File: config.mk
export PLATFORM = sky130hd
export DESIGN_NAME = flash_erase_fsm
export DESIGN_NICKNAME = d
export VERILOG_FILES = /design/src/rtl/flash_erase_pkg.sv /design/src/rtl/flash_cmd_capture.sv /design/src/rtl/flash_stop_timer.sv /design/src/rtl/flash_cell_array.sv /design/src/rtl/flash_erase_fsm.sv
export SDC_FILE = /design/constraint.sdc
export NUM_CORES = 1
export LEC_CHECK = 0
export BUFFER_PORTS_ARGS = -buffer_cell sky130_fd_sc_hd__buf_2
export CAP_MARGIN = 10
export CORE_MARGIN = 4
export CORE_UTILIZATION = 45
export CTS_BUF_LIST = sky130_fd_sc_hd__clkbuf_16
export DETAILED_ROUTE_END_ITERATION = 12
export PLACE_DENSITY = 0.71
export REMOVE_ABC_BUFFERS = 1
export SYNTH_ARGS = -nofsm -noshare
export SYNTH_HDL_FRONTEND = slang
export SYNTH_SLANG_ARGS = --single-unit
File: constraint.sdc
create_clock -name clk -period 6.7 [get_ports clk]
set_input_delay 0.335 -clock clk [delete_from_list [all_inputs] [get_ports clk]]
set_output_delay 0.335 -clock clk [all_outputs]
set_load 0.05 [all_outputs]
File: src/rtl/flash_erase_pkg.sv
package flash_erase_pkg;
  typedef enum logic [2:0] {
    ST_IDLE,
    ST_SETUP,
    ST_ERASE,
    ST_HOLD,
    ST_VERIFY
  } fe_state_t;

  localparam logic [7:0] CMD_ERASE  = 8'h20;
  localparam logic [7:0] CMD_VERIFY = 8'hA0;
endpackage

File: src/rtl/flash_cmd_capture.sv
module flash_cmd_capture #(
  parameter int AW = 4
) (
  input  logic          clk,
  input  logic          rst,
  input  logic          ce_n,
  input  logic          we_n,
  input  logic [7:0]    din,
  input  logic [AW-1:0] addr,
  output logic          stb,
  output logic [7:0]    cmd,
  output logic [AW-1:0] cmd_addr
);
  logic we_q;

  always_ff @(posedge clk) begin
    if (rst) we_q <= 1'b1;
    else     we_q <= we_n;
  end

  // rising edge of the write strobe, gated by chip enable
  assign stb      = !we_q && we_n && !ce_n;
  assign cmd      = din;
  assign cmd_addr = addr;
endmodule

File: src/rtl/flash_stop_timer.sv
module flash_stop_timer #(
  parameter int ERASE_CYC = 1250000
) (
  input  logic clk,
  input  logic rst,
  input  logic run,
  output logic expire
);
  localparam int CW = $clog2(ERASE_CYC + 1);
  localparam logic [CW-1:0] LAST = CW'(ERASE_CYC - 1);

  logic [CW-1:0] cnt;

  always_ff @(posedge clk) begin
    if (rst || !run) cnt <= '0;
    else             cnt <= cnt + 1'b1;
  end

  assign expire = run && (cnt == LAST);
endmodule

File: src/rtl/flash_cell_array.sv
module flash_cell_array #(
  parameter int AW          = 4,
  parameter int WEAK_STRIDE = 4
) (
  input  logic          clk,
  input  logic          rst,
  input  logic          erase_full,
  input  logic          erase_part,
  input  logic [7:0]    weak_val,
  input  logic          rd_en,
  input  logic [AW-1:0] rd_addr,
  output logic [7:0]    rd_data,
  output logic          rd_valid
);
  localparam int DEPTH = 1 << AW;

  logic [7:0] cells [DEPTH];

  // whole-array erase in one edge, so the store is flops, not block RAM
  always_ff @(posedge clk) begin
    for (int i = 0; i < DEPTH; i++) begin
      if (rst)
        cells[i] <= 8'h00;
      else if (erase_full)
        cells[i] <= 8'hFF;
      else if (erase_part)
        cells[i] <= ((i % WEAK_STRIDE) == 0) ? weak_val : 8'hFF;
    end
  end

  always_ff @(posedge clk) begin
    if (rst) begin
      rd_valid <= 1'b0;
      rd_data  <= 8'h00;
    end else begin
      rd_valid <= rd_en;
      rd_data  <= rd_en ? cells[rd_addr] : 8'h00;
    end
  end
endmodule

File: src/rtl/flash_erase_fsm.sv
module flash_erase_fsm
  import flash_erase_pkg::*;
#(
  parameter int AW          = 4,
  parameter int ERASE_CYC   = 1250000,
  parameter int WEAK_STRIDE = 4
) (
  input  logic          clk,
  input  logic          rst,
  input  logic          ce_n,
  input  logic          we_n,
  input  logic          oe_n,
  input  logic [AW-1:0] addr,
  input  logic [7:0]    din,
  input  logic [7:0]    weak_val,
  output logic [7:0]    dq_out,
  output logic          dq_oe
);
  fe_state_t     state_q, state_d;
  logic [AW-1:0] vaddr_q, vaddr_d;
  logic          cmd_stb;
  logic [7:0]    cmd_byte;
  logic [AW-1:0] cmd_addr;
  logic          expire;
  logic          erase_full, erase_part;
  logic          is_20, is_a0;

  flash_cmd_capture #(.AW(AW)) u_cap (
    .clk(clk), .rst(rst), .ce_n(ce_n), .we_n(we_n), .din(din), .addr(addr),
    .stb(cmd_stb), .cmd(cmd_byte), .cmd_addr(cmd_addr)
  );

  flash_stop_timer #(.ERASE_CYC(ERASE_CYC)) u_tmr (
    .clk(clk), .rst(rst), .run(state_q == ST_ERASE), .expire(expire)
  );

  assign is_20 = cmd_stb && (cmd_byte == CMD_ERASE);
  assign is_a0 = cmd_stb && (cmd_byte == CMD_VERIFY);

  always_comb begin
    state_d    = state_q;
    vaddr_d    = vaddr_q;
    erase_full = 1'b0;
    erase_part = 1'b0;
    unique case (state_q)
      ST_IDLE: begin
        if (is_20) state_d = ST_SETUP;
        else if (is_a0) begin
          state_d = ST_VERIFY;
          vaddr_d = cmd_addr;
        end
      end
      ST_SETUP: begin
        if (is_20)        state_d = ST_ERASE;
        else if (cmd_stb) state_d = ST_IDLE;
      end
      ST_ERASE: begin
        if (is_a0) begin
          state_d    = ST_VERIFY;
          vaddr_d    = cmd_addr;
          erase_full = expire;
          erase_part = !expire;
        end else if (expire) begin
          state_d    = ST_HOLD;
          erase_full = 1'b1;
        end
      end
      ST_HOLD: begin
        if (is_a0) begin
          state_d = ST_VERIFY;
          vaddr_d = cmd_addr;
        end
      end
      ST_VERIFY: begin
        if (is_20) state_d = ST_SETUP;
        else if (is_a0) vaddr_d = cmd_addr;
        else if (cmd_stb) state_d = ST_IDLE;
      end
      default: state_d = ST_IDLE;
    endcase
  end

  always_ff @(posedge clk) begin
    if (rst) begin
      state_q <= ST_IDLE;
      vaddr_q <= '0;
    end else begin
      state_q <= state_d;
      vaddr_q <= vaddr_d;
    end
  end

  flash_cell_array #(.AW(AW), .WEAK_STRIDE(WEAK_STRIDE)) u_arr (
    .clk(clk), .rst(rst),
    .erase_full(erase_full), .erase_part(erase_part), .weak_val(weak_val),
    .rd_en(state_q == ST_VERIFY && !ce_n && !oe_n), .rd_addr(vaddr_q),
    .rd_data(dq_out), .rd_valid(dq_oe)
  );
endmodule

Word-level counts from Yosys, hierarchy flattened

Memories as Yosys holds them, arrays and structs flattened. A register that Yosys moved wholly into a read port is not among the register bits.
Cells that the tools add are included.

Register bits: 30
RAM bits: 128
Input bits: 25
Output and inout port bits: 9
Word-level logic and storage cells: 128
Memories kept: 1

Memory list:

| memory      | depth | bits a word | rd ports | clocked after Yosys merged registers in | write ports | RTL line               | text |
|---|---|---|---|---|---|---|---|
| u_arr.cells | 16    | 8           | 1        | 1                                       | 16          | flash_cell_array.sv:17 | `logic [7:0] cells [DEPTH];` |

$add $sub $neg: 1
Eq/ne operators: 10
Mux-type cells: 58
Bitwise gates (word level): 33
Reduce and logical (&&, ||, !) cells: 20

Operator list:

| cell                                                 | count |
|---|---|
| 2-to-1 mux 8 bit                                     | 32 |
| bitwise OR 1 bit                                     | 32 |
| 2-to-1 mux 3 bit                                     | 8 |
| adder 21 x 1 -> 21 bit (second input constant)       | 1 |
| equality test 21 bit (second input constant)         | 1 |
| case mux 3 bit (5 select lines)                      | 1 |
| 2-to-1 mux 1 bit                                     | 14 |
| equality test 8 x 6 -> 1 bit (second input constant) | 1 |
| equality test 8 bit (second input constant)          | 1 |
| 2-to-1 mux 4 bit                                     | 2 |
| case mux 4 bit (2 select lines)                      | 1 |
| logical AND 1 bit                                    | 7 |
| equality test 3 x 2 -> 1 bit (second input constant) | 2 |
| inequality test 3 bit (second input constant)        | 2 |
| OR reduction 2 bit                                   | 3 |
| zero test 1 bit                                      | 5 |
| AND reduction 2 bit                                  | 2 |
| equality test 3 x 1 -> 1 bit (second input constant) | 1 |
| equality test 3 bit (second input constant)          | 1 |
| zero test 3 bit                                      | 1 |
| inequality test 2 bit (second input constant)        | 1 |
| nonzero test 2 bit                                   | 1 |
| logical OR 1 bit                                     | 1 |
| inverter 1 bit                                       | 1 |

Longest topological paths before layout

Gate-level depths: netlist (run 1).

Depth after elaboration: 11
Gate-level depth with buffers: 7
Mapped depth without buffers: 5

Hierarchy

Synthesis (run 1) repeated with hierarchy kept, for this count alone.

Cell total of the unflattened synthesis: 256
Area total of the unflattened synthesis: 2556.2 µm²

Modules (own cells, without submodules):

| module            | times used | cells each | area each (µm²) | seq. area each (µm²) |
|---|---|---|---|---|
| flash_cell_array  | 1          | 80         | 1006.0          | 690.7 |
| flash_stop_timer  | 1          | 117        | 1006.0          | 420.4 |
| flash_erase_fsm   | 1          | 44         | 415.4           | 140.1 |
| flash_cmd_capture | 1          | 15         | 128.9           | 20.0 |

Least setup slack after synthesis (run 1)

OpenSTA, ideal clock, no wires.

Path kind: flip-flop to flip-flop
Start point: register u_tmr.cnt[0]
End point: memory u_arr.cells[12][0], enable pin
Library setup time: 403 ps
Arrival: 2341 ps
Data required time: 6297 ps
Setup slack: 3956 ps
Stages on the path, launching flop included: 6
Path buffers: 0
Clock period less this slack: 2744 ps
Path through: dfxtp_1 -> ha_1 -> nand3_1 -> or2_1 -> o31a_1 -> o41ai_1

RTL lines:

| element                  | RTL line               | text |
|---|---|---|
| start: declaration       | flash_stop_timer.sv:12 | `logic [CW-1:0] cnt;` |
| start signal: assignment | flash_stop_timer.sv:16 | `else cnt <= cnt + 1'b1;` |
| end: declaration         | flash_cell_array.sv:17 |  |

==> impl_results.md, run 1 <==
- Initial Utilization: 47.2%
- Final Skew: 0.00531 ns
- Htree depth: 2
- GR Overflow Total: 0
- RSZ-0062 raised after global routing: false
- Worst-Margin Slew: 0.941 ns
- Data arrival time of the worst path: 2.48 ns
- Util after Layout: 54.2%
- Mapped Cells: 260
- Adder-Cell Fraction of Synth Area: 0.509%
- Pins Over Slew Limit: 0
- Yosys top cell by area: dfxtp_1
- Post-CTS Setup Bufs: 0
- Root buf cell: clkbuf_16
- R2r startpoint: u_tmr.cnt[0]$_SDFF_PP0_
- Clock Latency Late Sink: 0.29 ns
- Via count: 1973
- Most frequent cell after synthesis: dfxtp_1
- Final nets: 316
- Resize count post-CTS: 0
- Mux share of post-synthesis cell area: 0%
- # setup viols final: 0
- Dominant cells by area after synthesis: dfxtp_1 (31%), edfxtp_1 (21%), a21oi_1 (5.5%), nand2_1 (5.0%), xnor2_1 (3.6%)
- Leakage dissipation: 0.000911 µW
- N_diodes: 0
- Layout area overhead: 14.7%
- Synth Flop Type: dfxtp_1
- Relative slew slack: 36.6%
- Setup CP Type: reg -> reg
- DRT iter0 DRCs: 119
- Port bufs: 33
- Hold Buf Count CTS: 0
- Worst-path cell chain: ha_1 -> nand3_1 -> or2_1 -> o31a_1 -> o41ai_2
- Hold Crit Class: in -> reg
- Worst IR drop on VDD: 0.000178 V
- Die X: 81.9 µm
- Hold Violations, Final: 0
- Layout cells sized above 1: 19.6%
- Flops & latches, synth: 55
- Total CTS buffers: 5
- RePlAce Congestion: 0.821
- Total track usage: 15.7%
- HP Start: we_n
- Row count: 26
- Post-synth EDFFs: 17
- Status: completed
- Period utilization: 38.2%
- Max FO, Critical Path: 9
- Worst setup EP type: flip-flop
- Post-synth top cells: dfxtp_1 (38), nand2_1 (33), a21oi_1 (27)
- Post-Syn Area: 2460 µm²
- Post-route DRC violation count: 0
- Max Clk Rate: 391 MHz
- DR vias/cell: 5.47
- PD cells: 220 nW/µm²
- Yosys top cell area share: 31.0%
- First-pass GRT wire length: 8.09 mm
- R2R Path End: u_arr.cells[12][3]$_DFFE_PP_
- Die height: 81.9 µm
- Worst R2R Setup Slack: 4.14 ns
- Hold Slack: 0.255 ns
- Die area: 6710 µm²
- Synth Warn #: 0
- Post-route ant nets: 0
- Distinct cells, synth: 47
- Pre-CTS setup slack: 4.11 ns
- Fraction of registers with async set/reset: 0%
- Compound-gate portion of the synthesized area: 14.8%
- First-pass DRT Iterations: 4
- CP peak stage delay: 0.75 ns
- Critical Path RT: 6.62 ns
- Final worst path period need: 2.56 ns
- Initial antenna violation count: 0
- Largest net degree at the start of global routing: 38
- Crit start category: flip-flop
- Largest family of logic cells by synthesized area: simple AND/OR/NAND/NOR gates
- I/O pin total: 34
- Clock Sinks: 55
- HPWL Detailed: 3.52 mm
- Max-cap violations: 0
- Xor/xnor share of the synthesized area: 3.92%
- Clk slew on worst S/H paths: 0.07 ns
- Final wirelength: 4.76 mm
- Post-synthesis sequential area ratio: 51.7%
- R2R cell count: 5
- Clk buf depth: 2
- Slowest CP cell: o41ai_2
- Core box area: 5200 µm²
- Synth Area in Simple Gates: 25.5%
- Post-synthesis average cell area: 9.45 µm²
- Setup TNS: 0 ns
- DR WL/cell: 13.2 µm
- CTS tree: built
- Setup slack after layout: 4.14 ns
- Hold Path Depth: 2
- Min-Delay Endpoint: u_cap.we_q$_SDFF_PP1_
- Vias in the first global route: 1842
## layout by cell type, fill, tap and decap left out, types with 2 or more instances in the layout
master	instances
dfxtp_1	38
nand2_1	33
buf_2	33
a21oi_1	27
nor2_1	19
edfxtp_1	17
nand3_1	12
xnor2_1	10
a31oi_1	8
o21ai_0	8
nand4_1	7
inv_1	7
nor3_1	7
or3_1	6
or4_1	6
a21oi_2	5
clkbuf_16	5
nor4_1	4
and4_1	4
o31ai_1	3
nor4b_1	2
buf_4	2
## state kept, by name (all words and copies together), names as in the netlist
name and count:
state_q 3, u_arr.cells 17, u_arr.rd_data 8, u_arr.rd_valid 1
u_cap.we_q 1, u_tmr.cnt 21, vaddr_q 4
## kinds of logic (layout without fill, tap and decap cells)
kind of cell | count (synthesis) | in the layout
flops | 55 | 55
fa+ha+maj | 1 | 1
compound gates | 60 | 60
xor+xnor | 11 | 11
buf+inv | 19 | 50
simple gates | 114 | 114
## through the flow
| step | total power (µW) | instance area [µm²] | cells |
|---|---|---|---|
| after global placement | 371 | 2670 | 353 |
| after floorplan | 360 | 2400 | 248 |
| after CTS | 629 | 2820 | 361 |
| after detailed placement | 371 | 2670 | 353 |
| after global routing | 645 | 2820 | 361 |
| final | 620 | 2820 | 361 |
## how the worst max path moves through the flow
stage                                 start                      endpoint  slack, ns  cells after the start
global route        u_tmr.cnt[0]$_SDFF_PP0_  u_arr.cells[12][3]$_DFFE_PP_       3.92                      5
floorplan           u_tmr.cnt[0]$_SDFF_PP0_  u_arr.cells[12][0]$_DFFE_PP_       3.96                      5
CTS                 u_tmr.cnt[0]$_SDFF_PP0_  u_arr.cells[12][2]$_DFFE_PP_       4.10                      5
finish              u_tmr.cnt[0]$_SDFF_PP0_  u_arr.cells[12][3]$_DFFE_PP_       4.14                      5
detailed placement  u_tmr.cnt[0]$_SDFF_PP0_  u_arr.cells[12][0]$_DFFE_PP_       4.11                      5
global placement    u_tmr.cnt[0]$_SDFF_PP0_  u_arr.cells[12][7]$_DFFE_PP_       4.19                      5
## final cells by class
cell class	instances	area, µm²
fill	480	2390
sequential	55	1270
multi-input combinational	186	1110
timing repair buffer	35	180
clock buffer	5	125
tap	70	87.6
inverter	7	26.3
clock inverter	3	22.5
## report_power, final
group          internal, µW  switching [µW]  leakage [µW]
logic                  7.70            8.54      0.000355
registers               346            1.22      0.000482
clock network           140             117     0.0000742
total                   494             126      0.000911
## metal layers
metal  vias to the layer above  GRT usage (%)  part of all wire, %
met5                         -              0                    0
met3                         2           4.71                  4.9
met1                       922           18.3                   43
met2                        31           27.6                   51
li1                       1018              -                    -
met4                         0           4.65                 0.40
## worst max-delay path: cells and delay by family, from the launching register on
kind / cells / cell delay [ns]
fa+ha+maj: 1 / 0.24
compound gates: 2 / 1.08
simple gates: 2 / 0.48
flops: 1 / 0.39
(Power assumes the default switching activity.)
==> inputs of run 2 (changes only) <==
==> constraint.sdc (replaced) <==
create_clock -name clk -period 2.44 [get_ports clk]
set_input_delay 0.122 -clock clk [delete_from_list [all_inputs] [get_ports clk]]
set_output_delay 0.122 -clock clk [all_outputs]
set_load 0.05 [all_outputs]
==> run 2 against run 1 <==
Effect of this change:
- die area is the same
- global-route usage shrank 0.080 points
- hold slack lost 0.22 ns
- register-to-register slack lost 3.9 ns
- fmax grew 15%
- cell count grew 0.28%
- via count shrank 0.46%
- critical path depth grew 1
- sequential power grew to 2.7 times the previous value
- setup slack lost 3.9 ns
- clock skew shrank 0.00052 ns
- power grew to 2.8 times the previous value
- critical path type unchanged
- highest routed layer unchanged
==> impl_results.md, run 2 (synthesized netlist as in run 1, its figures left out) <==
- Via count: 1964
- Setup CP Type: reg -> reg
- Min-Delay Endpoint: u_cap.we_q$_SDFF_PP1_
- N_diodes: 0
- HPWL Detailed: 3.51 mm
- Hold Violations, Final: 0
- Final wirelength: 4.81 mm
- Worst-Margin Slew: 0.624 ns
- Die X: 81.9 µm
- Total CTS buffers: 5
- Slowest CP cell: dfxtp_1
- Largest net degree at the start of global routing: 38
- Crit start category: flip-flop
- Post-route ant nets: 0
- Post-route DRC violation count: 0
- Resize count post-CTS: 0
- RSZ-0062 raised after global routing: false
- Htree depth: 2
- Cell family with most CP delay: compound AO/OA/AOI/OAI gates
- CTS tree: built
- Worst setup EP type: flip-flop
- Max Clk Rate: 450 MHz
- Layout area overhead: 15.0%
- GR Overflow Total: 0
- HP Start: we_n
- First-pass GRT wire length: 8.20 mm
- Root buf cell: clkbuf_16
- Hold Crit Class: in -> reg
- DRT iter0 DRCs: 114
- Largest register by flop count: u_tmr.cnt
- Leakage dissipation: 0.000916 µW
- Clk buf depth: 2
- Pre-CTS setup slack: 0.240 ns
- Worst-path cell chain: ha_1 -> nand3_1 -> or2_1 -> o31a_1 -> o41ai_1 -> buf_4
- Worst R2R Setup Slack: 0.22 ns
- Vias in the first global route: 1865
- Initial Utilization: 47.2%
- Setup slack after layout: 0.218 ns
- Clk slew on worst S/H paths: 0.07 ns
- Row count: 26
- Period utilization: 91.1%
- Status: completed
- DR vias/cell: 5.43
- Largest register FFs: 21
- Data arrival time of the worst path: 2.22 ns
- Biggest regs: u_tmr.cnt x21, u_arr.cells x17, u_arr.rd_data x8
- RePlAce Congestion: 0.805
- Most common cell after layout, fill and taps aside: dfxtp_1
- Hold Buf Count CTS: 0
- Max-cap violations: 0
- R2R cell count: 6
- Pins Over Slew Limit: 0
- Die height: 81.9 µm
- Commonest non-fill, non-tap cells in the layout: dfxtp_1 (38), nand2_1 (33), buf_2 (33), a21oi_1 (27), nor2_1 (19)
- First-pass DRT Iterations: 4
- Crit. Startpoint: u_tmr.cnt[0]$_SDFF_PP0_
- Worst IR drop on VDD: 0.000290 V
- Hold Path Depth: 2
- PD cells: 604 nW/µm²
- Final worst path period need: 2.22 ns
- R2R Path End: u_arr.cells[8][7]$_SDFFCE_PN0P_
- Clock Latency Late Sink: 0.29 ns
- Final nets: 317
- Total track usage: 15.6%
- Die area: 6710 µm²
- Relative slew slack: 58.4%
- R2r startpoint: u_tmr.cnt[0]$_SDFF_PP0_
- Post-CTS Setup Bufs: 0
- Core box area: 5200 µm²
- Clock Sinks: 55
- # setup viols final: 0
- CP bufs+invs: 1
- Max FO, Critical Path: 8
- Initial antenna violation count: 0
- CP peak stage delay: 0.39 ns
- Final Skew: 0.00479 ns
- Port bufs: 33
- Layout cells sized above 1: 19.9%
- Setup TNS: 0 ns
- I/O pin total: 34
- Critical Path RT: 2.44 ns
- DR WL/cell: 13.3 µm
## run 2: metrics by stage
step                hold WS [ns]  cell area, µm²  cells  util (%)  power (µW)
floorplan                  0.191            2400    248         -         989
global placement           0.328            2680    354      51.5        1020
detailed placement         0.333            2680    354      51.5        1020
CTS                       0.0323            2830    362      54.3        1720
global route              0.0472            2830    362      54.3        1760
finish                    0.0361            2830    362      54.3        1710
## run 2: cell type report
cell class / instances / area, µm²
Clock buffer: 5 / 125
Multi-Input combinational cell: 186 / 1110
Timing Repair Buffer: 36 / 188
Fill cell: 488 / 2380
Tap cell: 70 / 87.6
Inverter: 7 / 26.3
Clock inverter: 3 / 22.5
Sequential cell: 55 / 1270
## run 2: worst max path at each step
stage / to / slack [ns] / depth (start not counted)
finish: u_arr.cells[8][7]$_SDFFCE_PN0P_ / 0.22 / 6
global route: u_arr.cells[8][1]$_SDFFCE_PN0P_ / 0.11 / 6
CTS: u_arr.cells[8][1]$_SDFFCE_PN0P_ / 0.20 / 6
detailed placement: u_arr.cells[8][7]$_SDFFCE_PN0P_ / 0.24 / 6
global placement: u_arr.cells[8][0]$_SDFFCE_PN0P_ / 0.29 / 6
floorplan: u_arr.cells[12][0]$_DFFE_PP_ / -0.30 / 5
## run 2: metal layers
layer / vias to the layer above / track usage, % / share of wire [%]
met5: - / 0 / 0
met4: 0 / 3.49 / 0.31
met3: 2 / 3.62 / 3.0
met2: 29 / 28.8 / 52
met1: 909 / 18.3 / 44
li1: 1024 / - / -
## run 2: where the power goes
part           switching (µW)  total, µW  internal (µW)
Combinational            22.8       44.9           22.1
Clock                     323        708            384
Sequential               3.34        953            950
==> inputs of run 3 (changes only) <==
--- a/config.mk
+++ b/config.mk
@@ -5,6 +5,7 @@
 export SDC_FILE = /design/constraint.sdc
 export NUM_CORES = 1
 export LEC_CHECK = 0
+export ABC_AREA = 1
 export BUFFER_PORTS_ARGS = -buffer_cell sky130_fd_sc_hd__buf_2
 export CAP_MARGIN = 10
 export CORE_MARGIN = 4
==> run 3 against run 2 <==
Effect of this change:
- synthesized cell count increased by 31%
- combinational power grew 6.5%
- sequential share of layout area is 3.3 points lower
- sequential cell count is the same
- clock-buffer cell count did not move
- first-iteration DRC count unchanged
- critical endpoint is now u_arr.cells[12][4]$_DFFE_PP_
- largest power group unchanged
- highest routed layer unchanged
==> impl_results.md, run 3 <==
- Via count: 2273
- DR WL/cell: 11.7 µm
- Worst R2R Setup Slack: 0.45 ns
- Yosys top cell by area: dfxtp_1
- Clock Sinks: 55
- Clock Latency Late Sink: 0.29 ns
- Setup TNS: 0 ns
- RSZ-0062 raised after global routing: false
- Final wirelength: 5.30 mm
- Worst IR drop on VDD: 0.000475 V
- Critical Path RT: 2.40 ns
- HPWL Detailed: 4.09 mm
- Initial antenna violation count: 0
- Tot Pwr: 1740 µW
- Util after Layout: 54.4%
- Hold Crit Class: in -> reg
- Synth Warn #: 0
- Period utilization: 81.4%
- DR vias/cell: 5.04
- Setup CP Type: reg -> reg
- Leakage dissipation: 0.00125 µW
- Post-synth top cells: nand2_1 (69), nor2_1 (61), inv_1 (43)
- Post-synthesis sequential area ratio: 47.8%
- Post-CTS Setup Bufs: 0
- Final Skew: 0.00400 ns
- Dominant cells by area after synthesis: dfxtp_1 (29%), edfxtp_1 (19%), nand2_1 (9.7%), nor2_1 (8.6%), inv_1 (6.1%)
- Post-synthesis average cell area: 7.82 µm²
- Yosys top cell area share: 28.6%
- Most frequent cell after synthesis: nand2_1
- GR Overflow Total: 0
- Pins Over Slew Limit: 0
- Hold Violations, Final: 0
- N_diodes: 0
- Hold Buf Count CTS: 0
- CTS tree: built
- Max-cap violations: 0
- Worst-Margin Slew: 0.594 ns
- Status: completed
- # setup viols final: 0
- Die area: 7210 µm²
- RePlAce Congestion: 0.931
- Post-synth EDFFs: 17
- Post-Syn Area: 2660 µm²
- Post-route ant nets: 0
- Resize count post-CTS: 0
- Fillers: 509
- Port bufs: 33
- Post-route DRC violation count: 0
- Commonest non-fill, non-tap cells in the layout: nand2_1 (69), nor2_1 (61), inv_1 (43), dfxtp_1 (38), buf_2 (33)
- Synth Flop Type: dfxtp_1
- Largest register FFs: 21
- First-pass GRT wire length: 9.09 mm
- Data arrival time of the worst path: 1.95 ns
- Total track usage: 15.4%
- Worst setup EP type: flip-flop
- Max Clk Rate: 504 MHz
- Layout cells sized above 1: 17.7%
- Distinct cells, synth: 31
- Total CTS buffers: 5
- Largest register by flop count: u_tmr.cnt
- DRT iter0 DRCs: 114
- Max FO, Critical Path: 9
- First-pass DRT Iterations: 4
- Layout area overhead: 14.8%
- Biggest regs: u_tmr.cnt x21, u_arr.cells x17, u_arr.rd_data x8
- Relative slew slack: 60.2%
- Core box area: 5610 µm²
- Htree depth: 2
- Die height: 84.9 µm
- Die X: 84.9 µm
- I/O pin total: 34
- Vias in the first global route: 2087
- PD cells: 571 nW/µm²
- Root buf cell: clkbuf_16
- Largest net degree at the start of global routing: 20
- Most common cell after layout, fill and taps aside: nand2_1
- Final nets: 404
- Fraction of registers with async set/reset: 0%
- Clk slew on worst S/H paths: 0.08 ns
- Flops & latches, synth: 55
- Crit start category: flip-flop
- Mapped Cells: 340
- Row count: 27
- Final worst path period need: 1.99 ns
- Initial Utilization: 47.4%
- Clk buf depth: 2
## run 3: cell count changes after synthesis, sizes merged, moves of 7 or more
cell,previous run,this run
nor2,19,67
nand2,33,73
a21oi,32,21
a31oi,8,1
nand4,8,15
xnor2,10,0
mux2i,0,8
or3,7,0
inv,7,47
## run 3: cells by family after synthesis
logic type | count (synthesis) | synth area share, %
adder cells (fa/ha/maj) | 1 | 0.470
multiplexers | 8 | 3.01
buffers and inverters | 50 | 7.38
flip-flops | 55 | 47.8
AO/OA/AOI/OAI | 36 | 6.96
XOR/XNOR | 3 | 0.988
AND/OR/NAND/NOR | 187 | 33.4
## run 3: power by group
part	switching, µW	leakage [µW]	internal, µW
Clock	350	0.0000723	392
Combinational	26.5	0.000701	21.3
Sequential	3.19	0.000482	950
## run 3: per-stage QoR
step                std cells  setup WS [ns]  hold slack, ns  cell area (µm²)
floorplan                 338          0.686           0.191             2650
global placement          443          0.556           0.317             2900
detailed placement        443          0.453           0.324             2900
CTS                       451          0.444         0.00910             3050
global route              451          0.254         0.00128             3050
finish                    451          0.455         0.00867             3050
## run 3: final timing paths
check / startpoint / to / cells after the start
max: u_tmr.cnt[0]$_SDFF_PP0_ / u_arr.cells[12][4]$_DFFE_PP_ / 7
max reg2reg: u_tmr.cnt[0]$_SDFF_PP0_ / u_arr.cells[12][4]$_DFFE_PP_ / 7
min: oe_n / u_arr.rd_valid$_SDFF_PP0_ / 2
min reg2reg: u_tmr.cnt[0]$_SDFF_PP0_ / u_tmr.cnt[0]$_SDFF_PP0_ / 1
## run 3: critical path, cell delays in order (launching register included)
cell,delay (ns)
dfxtp_1,0.41
ha_1,0.25
nand3_1,0.18
nor2_2,0.22
nand3_4,0.13
nand2_4,0.10
nand2_1,0.06
nand2_1,0.29
## run 3: metal layers
metal	global-route usage, %	routed length [µm]	vias up
li1	-	-	1189
met1	19.1	2390	1034
met2	26.3	2590	46
met3	4.08	267	4
met4	4.75	56	0
met5	0	0	-
## run 3: cell type report
cell class	instances	area [µm²]	share of cell area (%)
clock buffers	5	125	4.10
inverters	48	181	5.94
well taps	72	90.1	2.95
multi-input cells	235	1190	39.1
clock inverters	3	27.5	0.902
repair buffers	33	165	5.41
flip-flops and latches	55	1270	41.6
